[src/rtl/sertx_pkg.sv]
package sertx_pkg;

    localparam int DATA_W  = 8;
    localparam int FRAME_W = 12;   // start + 8 data + parity + 2 stop
    localparam int LEN_W   = 4;
    localparam int CTL_W   = 9;
    localparam int MODE_W  = 8;

    // control register bit positions
    localparam int CB_RXRST  = 0;
    localparam int CB_TXRST  = 1;
    localparam int CB_TXON   = 4;
    localparam int CB_TXOFF  = 5;
    localparam int CB_BRKON  = 7;
    localparam int CB_BRKOFF = 8;

    localparam logic [CTL_W-1:0] CTL_RESET = 9'h128;
    localparam logic [CTL_W-1:0] CTL_ONESHOT_MASK =
        CTL_W'((1 << CB_TXRST) | (1 << CB_RXRST));

    typedef struct packed {
        logic [LEN_W-1:0] data_len;
        logic             par_on;
        logic             par_odd;
        logic             two_stop;
        logic             presc;
    } fmt_t;

    typedef struct packed {
        logic [FRAME_W-1:0] bits;
        logic [LEN_W-1:0]   len;
    } frame_t;

    function automatic fmt_t decode_mode(input logic [MODE_W-1:0] m);
        fmt_t f;
        f.presc = m[0];
        case (m[2:1])
            2'b11:   f.data_len = LEN_W'(6);
            2'b10:   f.data_len = LEN_W'(7);
            default: f.data_len = LEN_W'(8);
        endcase
        f.par_on   = (m[5:4] == 2'b00);
        f.par_odd  = m[3];
        f.two_stop = (m[7:6] != 2'b11);
        return f;
    endfunction

    function automatic frame_t build_frame(input logic [DATA_W-1:0] d,
                                           input fmt_t f);
        frame_t fr;
        logic   p;
        int     pidx;
        fr.bits    = '1;
        fr.bits[0] = 1'b0;
        p          = 1'b0;
        for (int i = 0; i < DATA_W; i++) begin
            if (i < int'(f.data_len)) begin
                fr.bits[1+i] = d[i];
                p = p ^ d[i];
            end
        end
        pidx = 1 + int'(f.data_len);
        if (f.par_on) fr.bits[pidx] = p ^ f.par_odd;
        fr.len = LEN_W'(1 + int'(f.data_len) + (f.par_on ? 1 : 0)
                        + (f.two_stop ? 2 : 1));
        return fr;
    endfunction

endpackage

[src/rtl/sertx_regs.sv]
module sertx_regs
    import sertx_pkg::*;
#(
    parameter int GEN_W   = 16,
    parameter int DIV_W   = 8,
    parameter int GEN_RST = 15
) (
    input  logic                clk,
    input  logic                rst,
    input  logic                ctl_wr,
    input  logic [CTL_W-1:0]    ctl_wdata,
    input  logic                mode_wr,
    input  logic [MODE_W-1:0]   mode_wdata,
    input  logic                gen_wr,
    input  logic [GEN_W-1:0]    gen_wdata,
    input  logic                div_wr,
    input  logic [DIV_W-1:0]    div_wdata,
    output logic [CTL_W-1:0]    ctl_q,
    output fmt_t                fmt,
    output logic [GEN_W-1:0]    gen_q,
    output logic [DIV_W-1:0]    div_q,
    output logic                tx_on,
    output logic                brk,
    output logic                tx_flush
);

    logic [MODE_W-1:0] mode_q;

    always_ff @(posedge clk) begin
        if (rst) begin
            ctl_q  <= CTL_RESET;
            mode_q <= '0;
            gen_q  <= GEN_W'(GEN_RST);
            div_q  <= '0;
        end else begin
            if (ctl_wr)  ctl_q  <= ctl_wdata & ~CTL_ONESHOT_MASK;
            if (mode_wr) mode_q <= mode_wdata;
            if (gen_wr)  gen_q  <= gen_wdata;
            if (div_wr)  div_q  <= div_wdata;
        end
    end

    assign fmt      = decode_mode(mode_q);
    assign tx_on    = ctl_q[CB_TXON] & ~ctl_q[CB_TXOFF];
    assign brk      = ctl_q[CB_BRKON] & ~ctl_q[CB_BRKOFF];
    assign tx_flush = ctl_wr & ctl_wdata[CB_TXRST];

endmodule

[src/rtl/sertx_baud.sv]
module sertx_baud #(
    parameter int GEN_W   = 16,
    parameter int DIV_W   = 8,
    parameter int PRE_DIV = 8
) (
    input  logic             clk,
    input  logic             rst,
    input  logic             restart,
    input  logic             presc,
    input  logic [GEN_W-1:0] gen,
    input  logic [DIV_W-1:0] div,
    output logic             tick
);

    localparam int PRE_W = (PRE_DIV > 1) ? $clog2(PRE_DIV) : 1;

    logic [PRE_W-1:0] pre_cnt;
    logic [GEN_W-1:0] gen_cnt;
    logic [DIV_W-1:0] div_cnt;
    logic             pre_ev;
    logic             gen_ev;

    generate
        if (PRE_DIV > 1) begin : g_pre
            assign pre_ev = ~presc | (pre_cnt == PRE_W'(PRE_DIV - 1));
        end else begin : g_nopre
            assign pre_ev = 1'b1;
        end
    endgenerate

    assign gen_ev = pre_ev & (gen != '0) & (gen_cnt == gen - GEN_W'(1));
    assign tick   = gen_ev & (div_cnt == div);

    always_ff @(posedge clk) begin
        if (rst || restart) begin
            pre_cnt <= '0;
            gen_cnt <= '0;
            div_cnt <= '0;
        end else begin
            if (presc && !pre_ev) pre_cnt <= pre_cnt + PRE_W'(1);
            else                  pre_cnt <= '0;
            if (pre_ev) gen_cnt <= gen_ev ? '0 : gen_cnt + GEN_W'(1);
            if (gen_ev) div_cnt <= tick ? '0 : div_cnt + DIV_W'(1);
        end
    end

endmodule

[src/rtl/sertx_shift.sv]
module sertx_shift
    import sertx_pkg::*;
(
    input  logic   clk,
    input  logic   rst,
    input  logic   flush,
    input  logic   load,
    input  frame_t frame,
    input  logic   tick,
    output logic   busy,
    output logic   line
);

    logic [FRAME_W-1:0] shreg;
    logic [LEN_W-1:0]   remain;

    always_ff @(posedge clk) begin
        if (rst || flush) begin
            shreg  <= '1;
            remain <= '0;
            busy   <= 1'b0;
        end else if (load && !busy) begin
            shreg  <= frame.bits;
            remain <= frame.len;
            busy   <= 1'b1;
        end else if (busy && tick) begin
            shreg  <= {1'b1, shreg[FRAME_W-1:1]};
            remain <= remain - LEN_W'(1);
            if (remain == LEN_W'(1)) busy <= 1'b0;
        end
    end

    assign line = busy ? shreg[0] : 1'b1;

endmodule

[src/rtl/sertx_top.sv]
module sertx_top
    import sertx_pkg::*;
#(
    parameter int GEN_W   = 16,
    parameter int DIV_W   = 8,
    parameter int GEN_RST = 15,
    parameter int PRE_DIV = 8
) (
    input  logic              clk,
    input  logic              rst,
    input  logic              ctl_wr,
    input  logic [8:0]        ctl_wdata,
    output logic [8:0]        ctl_rdata,
    input  logic              mode_wr,
    input  logic [7:0]        mode_wdata,
    input  logic              gen_wr,
    input  logic [GEN_W-1:0]  gen_wdata,
    input  logic              div_wr,
    input  logic [DIV_W-1:0]  div_wdata,
    input  logic              in_valid,
    input  logic [7:0]        in_data,
    output logic              in_ready,
    output logic              txd,
    output logic              st_empty,
    output logic              st_full,
    output logic              st_active
);

    fmt_t               fmt;
    logic [GEN_W-1:0]   gen_q;
    logic [DIV_W-1:0]   div_q;
    logic               tx_on;
    logic               brk;
    logic               tx_flush;
    logic               tick;
    logic               busy;
    logic               line;
    logic               hold_full;
    logic [DATA_W-1:0]  hold_data;
    logic               accept;
    logic               start;
    frame_t             frame;

    sertx_regs #(.GEN_W(GEN_W), .DIV_W(DIV_W), .GEN_RST(GEN_RST)) u_regs (
        .clk        (clk),
        .rst        (rst),
        .ctl_wr     (ctl_wr),
        .ctl_wdata  (ctl_wdata),
        .mode_wr    (mode_wr),
        .mode_wdata (mode_wdata),
        .gen_wr     (gen_wr),
        .gen_wdata  (gen_wdata),
        .div_wr     (div_wr),
        .div_wdata  (div_wdata),
        .ctl_q      (ctl_rdata),
        .fmt        (fmt),
        .gen_q      (gen_q),
        .div_q      (div_q),
        .tx_on      (tx_on),
        .brk        (brk),
        .tx_flush   (tx_flush)
    );

    assign in_ready = tx_on & ~hold_full;
    assign accept   = in_valid & in_ready & ~tx_flush;
    assign start    = hold_full & ~busy & tx_on & ~brk & (gen_q != '0);
    assign frame    = build_frame(hold_data, fmt);

    always_ff @(posedge clk) begin
        if (rst || tx_flush) begin
            hold_full <= 1'b0;
            hold_data <= '0;
        end else if (start) begin
            hold_full <= 1'b0;
        end else if (accept) begin
            hold_full <= 1'b1;
            hold_data <= in_data;
        end
    end

    sertx_baud #(.GEN_W(GEN_W), .DIV_W(DIV_W), .PRE_DIV(PRE_DIV)) u_baud (
        .clk     (clk),
        .rst     (rst),
        .restart (start | tx_flush),
        .presc   (fmt.presc),
        .gen     (gen_q),
        .div     (div_q),
        .tick    (tick)
    );

    sertx_shift u_shift (
        .clk   (clk),
        .rst   (rst),
        .flush (tx_flush),
        .load  (start),
        .frame (frame),
        .tick  (tick),
        .busy  (busy),
        .line  (line)
    );

    assign txd       = brk ? 1'b0 : line;
    assign st_full   = hold_full;
    assign st_empty  = ~hold_full;
    assign st_active = busy;

endmodule

[config.mk]
export PLATFORM = sky130hd
export DESIGN_NAME = sertx_top
export DESIGN_NICKNAME = d
export VERILOG_FILES = /design/src/rtl/sertx_pkg.sv /design/src/rtl/sertx_regs.sv /design/src/rtl/sertx_baud.sv /design/src/rtl/sertx_shift.sv /design/src/rtl/sertx_top.sv
export SDC_FILE = /design/constraint.sdc
export NUM_CORES = 1
export LEC_CHECK = 0
export BUFFER_PORTS_ARGS = -buffer_cell sky130_fd_sc_hd__buf_2
export CAP_MARGIN = 25
export CORE_MARGIN = 2
export CORE_UTILIZATION = 52
export CTS_CLUSTER_DIAMETER = 60
export CTS_CLUSTER_SIZE = 8
export DETAILED_ROUTE_END_ITERATION = 8
export PLACE_DENSITY = 0.77
export SLEW_MARGIN = 0
export SYNTH_ARGS = -nofsm -noshare
export SYNTH_HDL_FRONTEND = slang
export SYNTH_SLANG_ARGS = --single-unit
export TNS_END_PERCENT = 100
[constraint.sdc]
create_clock -name clk -period 2.69 [get_ports clk]
set_input_delay 0.538 -clock clk [delete_from_list [all_inputs] [get_ports clk]]
set_output_delay 0.538 -clock clk [all_outputs]
set_load 0.01 [all_outputs]
==> impl_metrics.tcl, run 1 <==
set metrics [dict create \
    fmaxAchievable_mhz 363 \
    num_vias 4127 \
    synth_area_leaders "dfxtp_1 (39%), mux2i_1 (11%), nor2_1 (6.2%), xnor2_1 (6.1%), xor2_1 (3.9%)" \
    mostFrequentLayoutCell "dfxtp_1" \
    skew_ns 0.0142 \
    p_per_area_nw_per_um2 469 \
    power_leakage_nw 2.44 \
    via_per_inst 5.61 \
    initial_core_util 0.540 \
    core_um2 8760 \
    drive_gt1_frac 0.245 \
    io_pins 70 \
    finalWirelength_um 10800 \
    worst_pin_slew_ns 0.612 \
    layout_min_cycle_time_ns 2.75 \
    synthCells 537 \
    hold_violations 0 \
    async_flop_share 0 \
    cp_data_arrival_time_ns 3.03 \
    crit_type "reg2reg" \
    cts_tree "built" \
    hp-class "in2reg" \
    status "complete, but fails checks" \
    startpoint "u_regs.gen_q[4]$_SDFFE_PP0P_" \
    die_area_um2 9870 \
    startpoint_type "flop" \
    ys_warn_count 0 \
    stdcell_area_um2 5710 \
    grtUsageTotal 0.219 \
    ir_worst_vdd_mv 0.278 \
    portBuffers 66 \
    rsz0062_at_grt "true" \
    cts.clk_slew.worst_paths_ns 0.09 \
    drc 0 \
    crit_required_ns 2.97 \
    yosysTopAreaCell "dfxtp_1" \
    fillers 705 \
    final_util 0.652 \
    avgSynthCellArea_um2 8.81 \
    wl_per_cell_um 14.7 \
    rows 34 \
    htree_levels 3 \
    die_h_um 99.4 \
    root_buffer "clkbuf_8" \
    layout_common_cells "dfxtp_1 (87), nor2_1 (78), buf_2 (66)" \
    antenna_left 0 \
    grt_max_degree 19 \
    clock-sinks 92 \
    synth_seq_cells 92 \
    grt_pass1_wl_um 17800 \
    end_kind "flop" \
    seq_area_frac_synth 0.390 \
    reg2reg_from "u_regs.gen_q[4]$_SDFFE_PP0P_" \
    hpwl_um 7950 \
    clk_latency_ns 0.36 \
    synth_cell_types 53 \
    drt_iter0_drc 175 \
    area_delta_synth_final_pct 20.8 \
    worstHoldStart "ctl_wdata[5]" \
    synth_area_um2 4730 \
    postCtsHoldBufs 0 \
    synth_edf_count 0 \
    antennaDiodeCount 0 \
    grt_pass1_vias 3845 \
    antenna_found_initial 0 \
    crit_fanout 6 \
    cts_buffers 9 \
    setup_viol 1 \
    postPlaceCellArea_um2 5330 \
    synth_top_cell_area_share 0.390 \
    violations "negative setup slack" \
    slew_headroom 0.591 \
    cap_viol_max_count 0 \
    ys.flop_type "dfxtp_1" \
    finalCritPeriodShare 1.02 \
    worst_slack_ns -0.0637 \
    cts_buffer_depth 2 \
    drtPass1Iterations 4 \
    nets 690 \
    slew_violations 0 \
    overflow 0 \
    die_x_um 99.4 \
    gp_congestion 0.867 \
]
==> synth_stat cells, drive strengths merged (5+ instances only) <==
| master | number |
|---|---|
| nand3 | 17 |
| clkbuf | 19 |
| a21oi | 17 |
| o21ai | 15 |
| buf | 8 |
| nor4 | 6 |
| o31a | 5 |
| mux2i | 52 |
| and3 | 10 |
| nand2 | 31 |
| a32o | 5 |
| nor2b | 9 |
| nor2 | 79 |
| ha | 9 |
| nor3 | 16 |
| nand4 | 17 |
| or3 | 6 |
| inv | 15 |
| xor2 | 21 |
| xnor2 | 33 |
| dfxtp | 92 |
| nor3b | 5 |
==> registers in the layout (all words and copies together), names as in the netlist <==
| name | count |
|---|---|
| u_baud.gen_cnt | 16 |
| u_regs.gen_q | 16 |
| u_shift.shreg | 12 |
| hold_data | 8 |
| u_baud.div_cnt | 8 |
| u_regs.div_q | 8 |
| u_regs.mode_q | 8 |
| u_regs.ctl_q | 7 |
| u_shift.remain | 4 |
| u_baud.pre_cnt | 3 |
| st_full | 1 |
| u_shift.busy | 1 |
==> per-stage QoR <==
step                       TNS, ns  setup WS (ns)  hold WS (ns)  power, mW  cells
after floorplan            -0.0816        -0.0816         0.408       1.68    538
after global placement      -0.207        -0.0539         0.418       1.79    715
after detailed placement    -0.990         -0.118         0.431       1.81    715
after CTS                 -0.00141       -0.00141         0.384       2.67    733
after global routing         -2.58         -0.207         0.401       2.79    736
final                      -0.0637        -0.0637         0.395       2.68    736
==> area by class of cell <==
cell class,count,area (um^2),area share
multi-input combinational,404,2860,0.500
sequential,92,1850,0.323
timing repair buffer,101,634,0.111
tap,108,135,0.0237
clock buffer,9,124,0.0217
clock inverter,7,57.6,0.0101
inverter,15,56.3,0.00986
==> report_power, final <==
group / total (mW) / internal [mW] / switching (mW)
Sequential: 1.44 / 1.40 / 0.0423
Combinational: 0.368 / 0.178 / 0.190
Clock: 0.867 / 0.347 / 0.520
Total: 2.68 / 1.93 / 0.753
==> final timing paths <==
kind	endpoint	slack [ns]	cells past startpoint
setup reg to reg	u_baud.div_cnt[6]$_SDFFE_PP0N_	-0.06	10
hold / removal	u_regs.ctl_q[5]$_SDFFE_PP1P_	0.40	3
hold reg to reg	u_baud.pre_cnt[0]$_SDFF_PP0_	0.44	1
setup / recovery	u_baud.div_cnt[6]$_SDFFE_PP0N_	-0.06	10
==> worst max-delay path: stages, from the launching register on <==
cell,delay (ns)
dfxtp_2,0.34
nor4_4,0.27
buf_6,0.16
buf_4,0.12
nand4_1,0.12
xnor2_1,0.20
a211o_1,0.27
or3b_4,0.40
or2_4,0.24
or4_1,0.40
a21oi_1,0.15
==> timing repair <==
action / CTS / global route
endpoints found under the setup margin: 24 / 36
gates resized for setup: 5 / 35
cloned: 0 / 1
pin swaps: 3 / 17
buffers inserted: 2 / 2
==> logic make-up after synthesis <==
| family | count (synthesis) | synth area share |
|---|---|---|
| buffers and inverters | 42 | 0.0370 |
| AOI/OAI and AO/OA | 64 | 0.0900 |
| muxes | 52 | 0.110 |
| xor gates and xnor gates | 54 | 0.100 |
| adders and majority gates | 11 | 0.0323 |
| and+or+nand+nor | 221 | 0.240 |
| other | 1 | 0.000793 |
| DFF | 92 | 0.390 |
==> per-layer routing <==
metal,global-route usage,part of all wire,vias to the layer above
li1,-,-,2053
met1,0.298,0.46,1965
met2,0.358,0.48,95
met3,0.0295,0.040,14
met4,0.0822,0.016,0
met5,0,0,-
(Power assumes the default switching activity.)
==> run 2, diff against run 1 <==
--- a/config.mk
+++ b/config.mk
@@ -7,12 +7,14 @@
 export LEC_CHECK = 0
 export BUFFER_PORTS_ARGS = -buffer_cell sky130_fd_sc_hd__buf_2
 export CAP_MARGIN = 25
+export CELL_PAD_IN_SITES_DETAIL_PLACEMENT = 1
+export CELL_PAD_IN_SITES_GLOBAL_PLACEMENT = 1
 export CORE_MARGIN = 2
-export CORE_UTILIZATION = 52
+export CORE_UTILIZATION = 39
 export CTS_CLUSTER_DIAMETER = 60
 export CTS_CLUSTER_SIZE = 8
 export DETAILED_ROUTE_END_ITERATION = 8
-export PLACE_DENSITY = 0.77
+export PLACE_DENSITY_LB_ADDON = 0.1
 export SLEW_MARGIN = 0
 export SYNTH_ARGS = -nofsm -noshare
 export SYNTH_HDL_FRONTEND = slang
==> run 2 against run 1 <==
Net effect: the run still ends with negative setup slack left; sequential share of layout area shrank 0.70 points; routed wire length grew 14%; setup slack gained 0.028 ns; non-clock buffer count grew 9; cell area grew 2.1%; maximum frequency grew 1.0%; critical path depth is the same; critical path type unchanged; critical endpoint unchanged; largest cell class unchanged; highest routed layer unchanged.
==> impl_metrics.tcl, run 2 (synthesis gave the netlist of run 1 again) <==
set metrics [dict create \
    slew_headroom 0.638 \
    skew_ns 0.00754 \
    finalCritPeriodShare 1.01 \
    antenna_found_initial 0 \
    holdPathStages 3 \
    cts_tree "built" \
    dpl_worst_slack_ns -0.175 \
    grt_pass1_wl_um 21200 \
    nets 699 \
    slew_violations 0 \
    startpoint_type "flop" \
    grt_pass1_vias 4410 \
    via_per_inst 5.27 \
    overflow 0 \
    drtPass1Iterations 4 \
    grt_max_degree 33 \
    end_kind "flop" \
    cts_buffers 9 \
    die_x_um 114 \
    layout_min_cycle_time_ns 2.73 \
    path_cells "nor4_4 > buf_4 > buf_4 > nand4_1 > xnor2_1 > a211o_1 > or3b_4 > or2_1 > or4_1 > a21oi_1" \
    fillers 1448 \
    wl_per_cell_um 15.8 \
    die_h_um 114 \
    status "complete, but fails checks" \
    gp_congestion 0.807 \
    reg2reg_from "u_regs.gen_q[4]$_SDFFE_PP0P_" \
    final-seq-area_um2 1850 \
    p_per_area_nw_per_um2 514 \
    fmaxAchievable_mhz 367 \
    ir_worst_vdd_mv 0.280 \
    final_util 0.489 \
    power.total_mw 3.00 \
    rsz0062_at_grt "true" \
    reg_top3 "u_baud.gen_cnt: 16 flops, u_regs.gen_q: 16 flops, u_shift.shreg: 12 flops" \
    io_pins 70 \
    drc 0 \
    num_vias 4130 \
    clock-sinks 92 \
    postCtsHoldBufs 0 \
    crit_fanout 5 \
    violations "negative setup slack" \
    drt_iter0_drc 147 \
    finalWirelength_um 12400 \
    startpoint "u_regs.gen_q[4]$_SDFFE_PP0P_" \
    antennaDiodeCount 0 \
    r2r_setup_slack_ns -0.04 \
    r2r_cells 10 \
    cp_data_arrival_time_ns 3.00 \
    layout_common_cells "dfxtp_1 (89), nor2_1 (78), buf_2 (66)" \
    r2r_end "u_baud.div_cnt[6]$_SDFFE_PP0N_" \
    worst_slack_ns -0.0354 \
    worstHoldStart "ctl_wdata[3]" \
    setup_viol 5 \
    initial_core_util 0.397 \
    hold_violations 0 \
    crit_required_ns 2.97 \
    hp-class "in2reg" \
    place_inst 764 \
    critical-path-max-stage-delay_ns 0.40 \
    path_common_cell "buf_4" \
    core_um2 11900 \
    hold_end "u_regs.ctl_q[3]$_SDFFE_PP1P_" \
    cts_buffer_depth 2 \
    multi_input_area_um2 2780 \
    root_buffer "clkbuf_16" \
    stdcell_area_um2 5830 \
    cap_viol_max_count 0 \
    stdcell_count 784 \
    hold_ws_ns 0.404 \
    postPlaceCellArea_um2 5450 \
    tns_ns -0.105 \
    die_area_um2 13000 \
    clk_latency_ns 0.35 \
    hpwl_um 9350 \
    htree_levels 3 \
    cpMaxStageDelayCell "or3b_4" \
    portBuffers 66 \
    area_delta_synth_final_pct 23.3 \
    grtUsageTotal 0.204 \
    crit_type "reg2reg" \
    power_leakage_nw 2.52 \
    mostFrequentLayoutCell "dfxtp_1" \
    cts.clk_slew.worst_paths_ns 0.07 \
    drive_gt1_frac 0.235 \
    worst_pin_slew_ns 0.541 \
    rows 40 \
    antenna_left 0 \
]
==> run 2: cell types whose count changed in the layout (fill, tap and decap cells not counted), moves of 3 or more <==
cell,previous run,this run
clkinv_2,0,3
buf_4,30,41
clkbuf_8,9,0
nand3_1,13,16
clkbuf_16,1,9
o21ai_2,3,0
==> run 2: critical path, delay by kind of cell (launching register included) <==
kind | cells | cell delay, ns
AOI/OAI and AO/OA | 2 | 0.44
xor gates and xnor gates | 1 | 0.19
buffers and inverters | 2 | 0.29
DFF | 1 | 0.34
and+or+nand+nor | 5 | 1.40
==> run 2: worst max path at each step <==
| stage | to | slack, ns | cells past startpoint |
|---|---|---|---|
| 6_report | u_baud.div_cnt[6]$_SDFFE_PP0N_ | -0.04 | 10 |
| 5_1_grt | u_baud.div_cnt[3]$_SDFFE_PP0N_ | -0.19 | 12 |
| 4_1_cts | u_baud.div_cnt[6]$_SDFFE_PP0N_ | -0.02 | 9 |
| 3_5_place_dp | u_shift.shreg[9]$_SDFFE_PP1P_ | -0.18 | 9 |
| 3_3_place_gp | u_shift.shreg[9]$_SDFFE_PP1P_ | -0.07 | 9 |
| 2_1_floorplan | u_baud.div_cnt[6]$_SDFFE_PP0N_ | -0.08 | 9 |
==> run 2: per-layer routing <==
metal,track usage,vias to the layer above,share of wire
met5,0,-,0
met4,0.0772,0,0.017
met3,0.0397,12,0.033
met2,0.338,56,0.47
met1,0.265,1992,0.48
li1,-,2070,-
==> run 2: repair_timing <==
item                                    in CTS  in global routing
pin swaps                                    5                  5
resized for setup                            9                  9
buffers inserted                             2                  2
cloned                                       0                  0
endpoints found under the setup margin      36                 41
==> run 2: power breakdown <==
part	internal (mW)	leakage, nW	switching, mW
logic	0.174	1.63	0.189
clock network	0.631	0.136	0.560
registers	1.40	0.751	0.0398
total	2.21	2.52	0.788
==> run 2: cell type report <==
cell class / instances / area share
Tap cell: 147 / 0.0315
Timing Repair Buffer: 110 / 0.118
Sequential cell: 92 / 0.317
Inverter: 15 / 0.00966
Clock buffer: 9 / 0.0386
Multi-Input combinational cell: 404 / 0.477
Clock inverter: 7 / 0.00837
==> run 3, diff against run 2 <==
--- a/config.mk
+++ b/config.mk
@@ -10,7 +10,7 @@
 export CELL_PAD_IN_SITES_DETAIL_PLACEMENT = 1
 export CELL_PAD_IN_SITES_GLOBAL_PLACEMENT = 1
 export CORE_MARGIN = 2
-export CORE_UTILIZATION = 39
+export CORE_UTILIZATION = 46
 export CTS_CLUSTER_DIAMETER = 60
 export CTS_CLUSTER_SIZE = 8
 export DETAILED_ROUTE_END_ITERATION = 8
==> constraint.sdc (replaced) <==
create_clock -name clk -period 3.3 [get_ports clk]
set_input_delay 0.66 -clock clk [delete_from_list [all_inputs] [get_ports clk]]
set_output_delay 0.66 -clock clk [all_outputs]
set_load 0.01 [all_outputs]
==> run 3 against run 2 <==
Net effect: the flow now finishes without violations; first-iteration DRC count down 28%; maximum frequency is 13% lower; global-route usage is 1.6 points higher; register-to-register slack better by 0.20 ns; non-clock buffer count is 32 lower; final cell count down 5.6%; setup slack gained 0.20 ns; highest routed layer unchanged; die area shrank 15%; sequential power down 18%.
==> impl_metrics.tcl, run 3 (synthesis gave the netlist of run 1 again) <==
set metrics [dict create \
    num_vias 3983 \
    finalCritPeriodShare 0.949 \
    worst_pin_slew_ns 0.649 \
    crit_fanout 8 \
    cap_viol_max_count 0 \
    htree_levels 3 \
    cts.clk_slew.worst_paths_ns 0.09 \
    final_util 0.531 \
    die_area_um2 11100 \
    r2r_setup_slack_ns 0.17 \
    overflow 0 \
    nets 667 \
    place_inst 723 \
    hp-class "reg2reg" \
    core_um2 10100 \
    seq_power_share 0.556 \
    multi_input_area_um2 2720 \
    drt_iter0_drc 106 \
    stdcell_area_um2 5380 \
    hold_violations 0 \
    layout_min_cycle_time_ns 3.13 \
    grt_max_degree 31 \
    antennaDiodeCount 0 \
    slew_violations 0 \
    grt_pass1_vias 4087 \
    r2r_end "u_baud.div_cnt[6]$_SDFFE_PP0N_" \
    crit_required_ns 3.59 \
    cp_data_arrival_time_ns 3.42 \
    r2r_cells 8 \
    rows 37 \
    mostFrequentLayoutCell "dfxtp_1" \
    holdPathStages 1 \
    wl_per_cell_um 16.0 \
    swShare 0.269 \
    antenna_found_initial 0 \
    postPlaceCellArea_um2 5190 \
    fmaxAchievable_mhz 319 \
    p_per_area_nw_per_um2 395 \
    clock-sinks 92 \
    status "finished clean" \
    root_buffer "clkbuf_8" \
    antenna_left 0 \
    gp_congestion 0.812 \
    tns_ns 0 \
    grtUsageTotal 0.220 \
    via_per_inst 5.38 \
    fillers 1221 \
    hold_ws_ns 0.449 \
    hpwl_um 9150 \
    drc 0 \
    comb_power_share 0.122 \
    reg_top3 "u_baud.gen_cnt: 16 flops, u_regs.gen_q: 16 flops, u_shift.shreg: 12 flops" \
    power_leakage_nw 2.29 \
    startpoint_type "flop" \
    power.internal_mw 1.55 \
    end_kind "flop" \
    stdcell_count 740 \
    clkPwrFrac 0.322 \
    portBuffers 66 \
    final-seq-area_um2 1840 \
    postCtsHoldBufs 0 \
    clk_latency_ns 0.37 \
    die_h_um 105 \
    hold_end "u_baud.pre_cnt[0]$_SDFF_PP0_" \
    initial_core_util 0.466 \
    finalWirelength_um 11900 \
    reg2reg_from "u_regs.gen_q[5]$_SDFFE_PP0P_" \
    area_delta_synth_final_pct 13.8 \
    worstHoldStart "u_baud.pre_cnt[0]$_SDFF_PP0_" \
    drtPass1Iterations 4 \
    setup_viol 0 \
    ir_worst_vdd_mv 0.231 \
    slew_headroom 0.564 \
    skew_ns 0.0107 \
    layout_common_cells "dfxtp_1 (92), nor2_1 (78), buf_2 (66)" \
    rsz0062_at_grt "false" \
    cts_tree "built" \
    drive_gt1_frac 0.167 \
    grt_pass1_wl_um 19600 \
    crit_type "reg2reg" \
    cts_buffers 9 \
    die_x_um 105 \
    io_pins 70 \
    switchingPower_mw 0.572 \
    cts_buffer_depth 2 \
]
-- run 3: power groups by stage --
stage / clock [mW] / combinational (mW) / sequential [mW]
final: 0.684 / 0.258 / 1.18
after global routing: 0.751 / 0.288 / 1.19
after CTS: 0.713 / 0.259 / 1.18
after detailed placement: 0 / 0.257 / 1.21
after global placement: 0 / 0.245 / 1.20
after floorplan: 0 / 0.175 / 1.20
-- run 3: what timing repair did --
| action | CTS | global route |
|---|---|---|
| endpoints found under the setup margin | 0 | 4 |
| gates resized for setup | 0 | 1 |
| setup buffers | 0 | 2 |
| endpoints found under the hold margin | 0 | 0 |
-- run 3: metal layers --
layer,track usage,vias up,share of wire
li1,-,1997,-
met4,0.0848,0,0.018
met5,0,-,0
met3,0.0353,13,0.030
met1,0.285,1913,0.47
met2,0.366,60,0.48
-- run 3: stage by stage --
step	worst slack [ns]	total power, mW
finish	0.170	2.12
global route	0.00542	2.23
CTS	0.161	2.15
detailed placement	0.183	1.46
global placement	0.303	1.45
floorplan	0.436	1.37
-- run 3: worst max path at each step --
stage / start / endpoint / slack [ns] / cells after the start
floorplan: u_regs.gen_q[0]$_SDFFE_PP1P_ / u_baud.div_cnt[6]$_SDFFE_PP0N_ / 0.44 / 12
global placement: u_regs.gen_q[2]$_SDFFE_PP1P_ / u_baud.div_cnt[6]$_SDFFE_PP0N_ / 0.30 / 8
detailed placement: u_regs.gen_q[2]$_SDFFE_PP1P_ / u_baud.div_cnt[6]$_SDFFE_PP0N_ / 0.18 / 8
CTS: u_regs.gen_q[2]$_SDFFE_PP1P_ / u_baud.div_cnt[6]$_SDFFE_PP0N_ / 0.16 / 8
global route: u_regs.gen_q[6]$_SDFFE_PP0P_ / u_baud.div_cnt[6]$_SDFFE_PP0N_ / 0.005 / 8
finish: u_regs.gen_q[5]$_SDFFE_PP0P_ / u_baud.div_cnt[6]$_SDFFE_PP0N_ / 0.17 / 8
-- run 3: area by class of cell --
cell class / count / share of cell area
inverter: 15 / 0.0105
clock inverter: 3 / 0.00442
tap: 136 / 0.0316
sequential: 92 / 0.342
timing repair buffer: 78 / 0.0782
multi-input combinational: 404 / 0.506
clock buffer: 12 / 0.0270
-- run 3: worst max-delay path, stage by stage (launching register included) --
cell     delay [ns]
dfxtp_1        0.39
nor4_4         0.52
nand3_2        0.18
or4_1          0.51
and3_1         0.19
or3b_4         0.38
or2_1          0.31
or4_1          0.42
a21oi_1        0.15
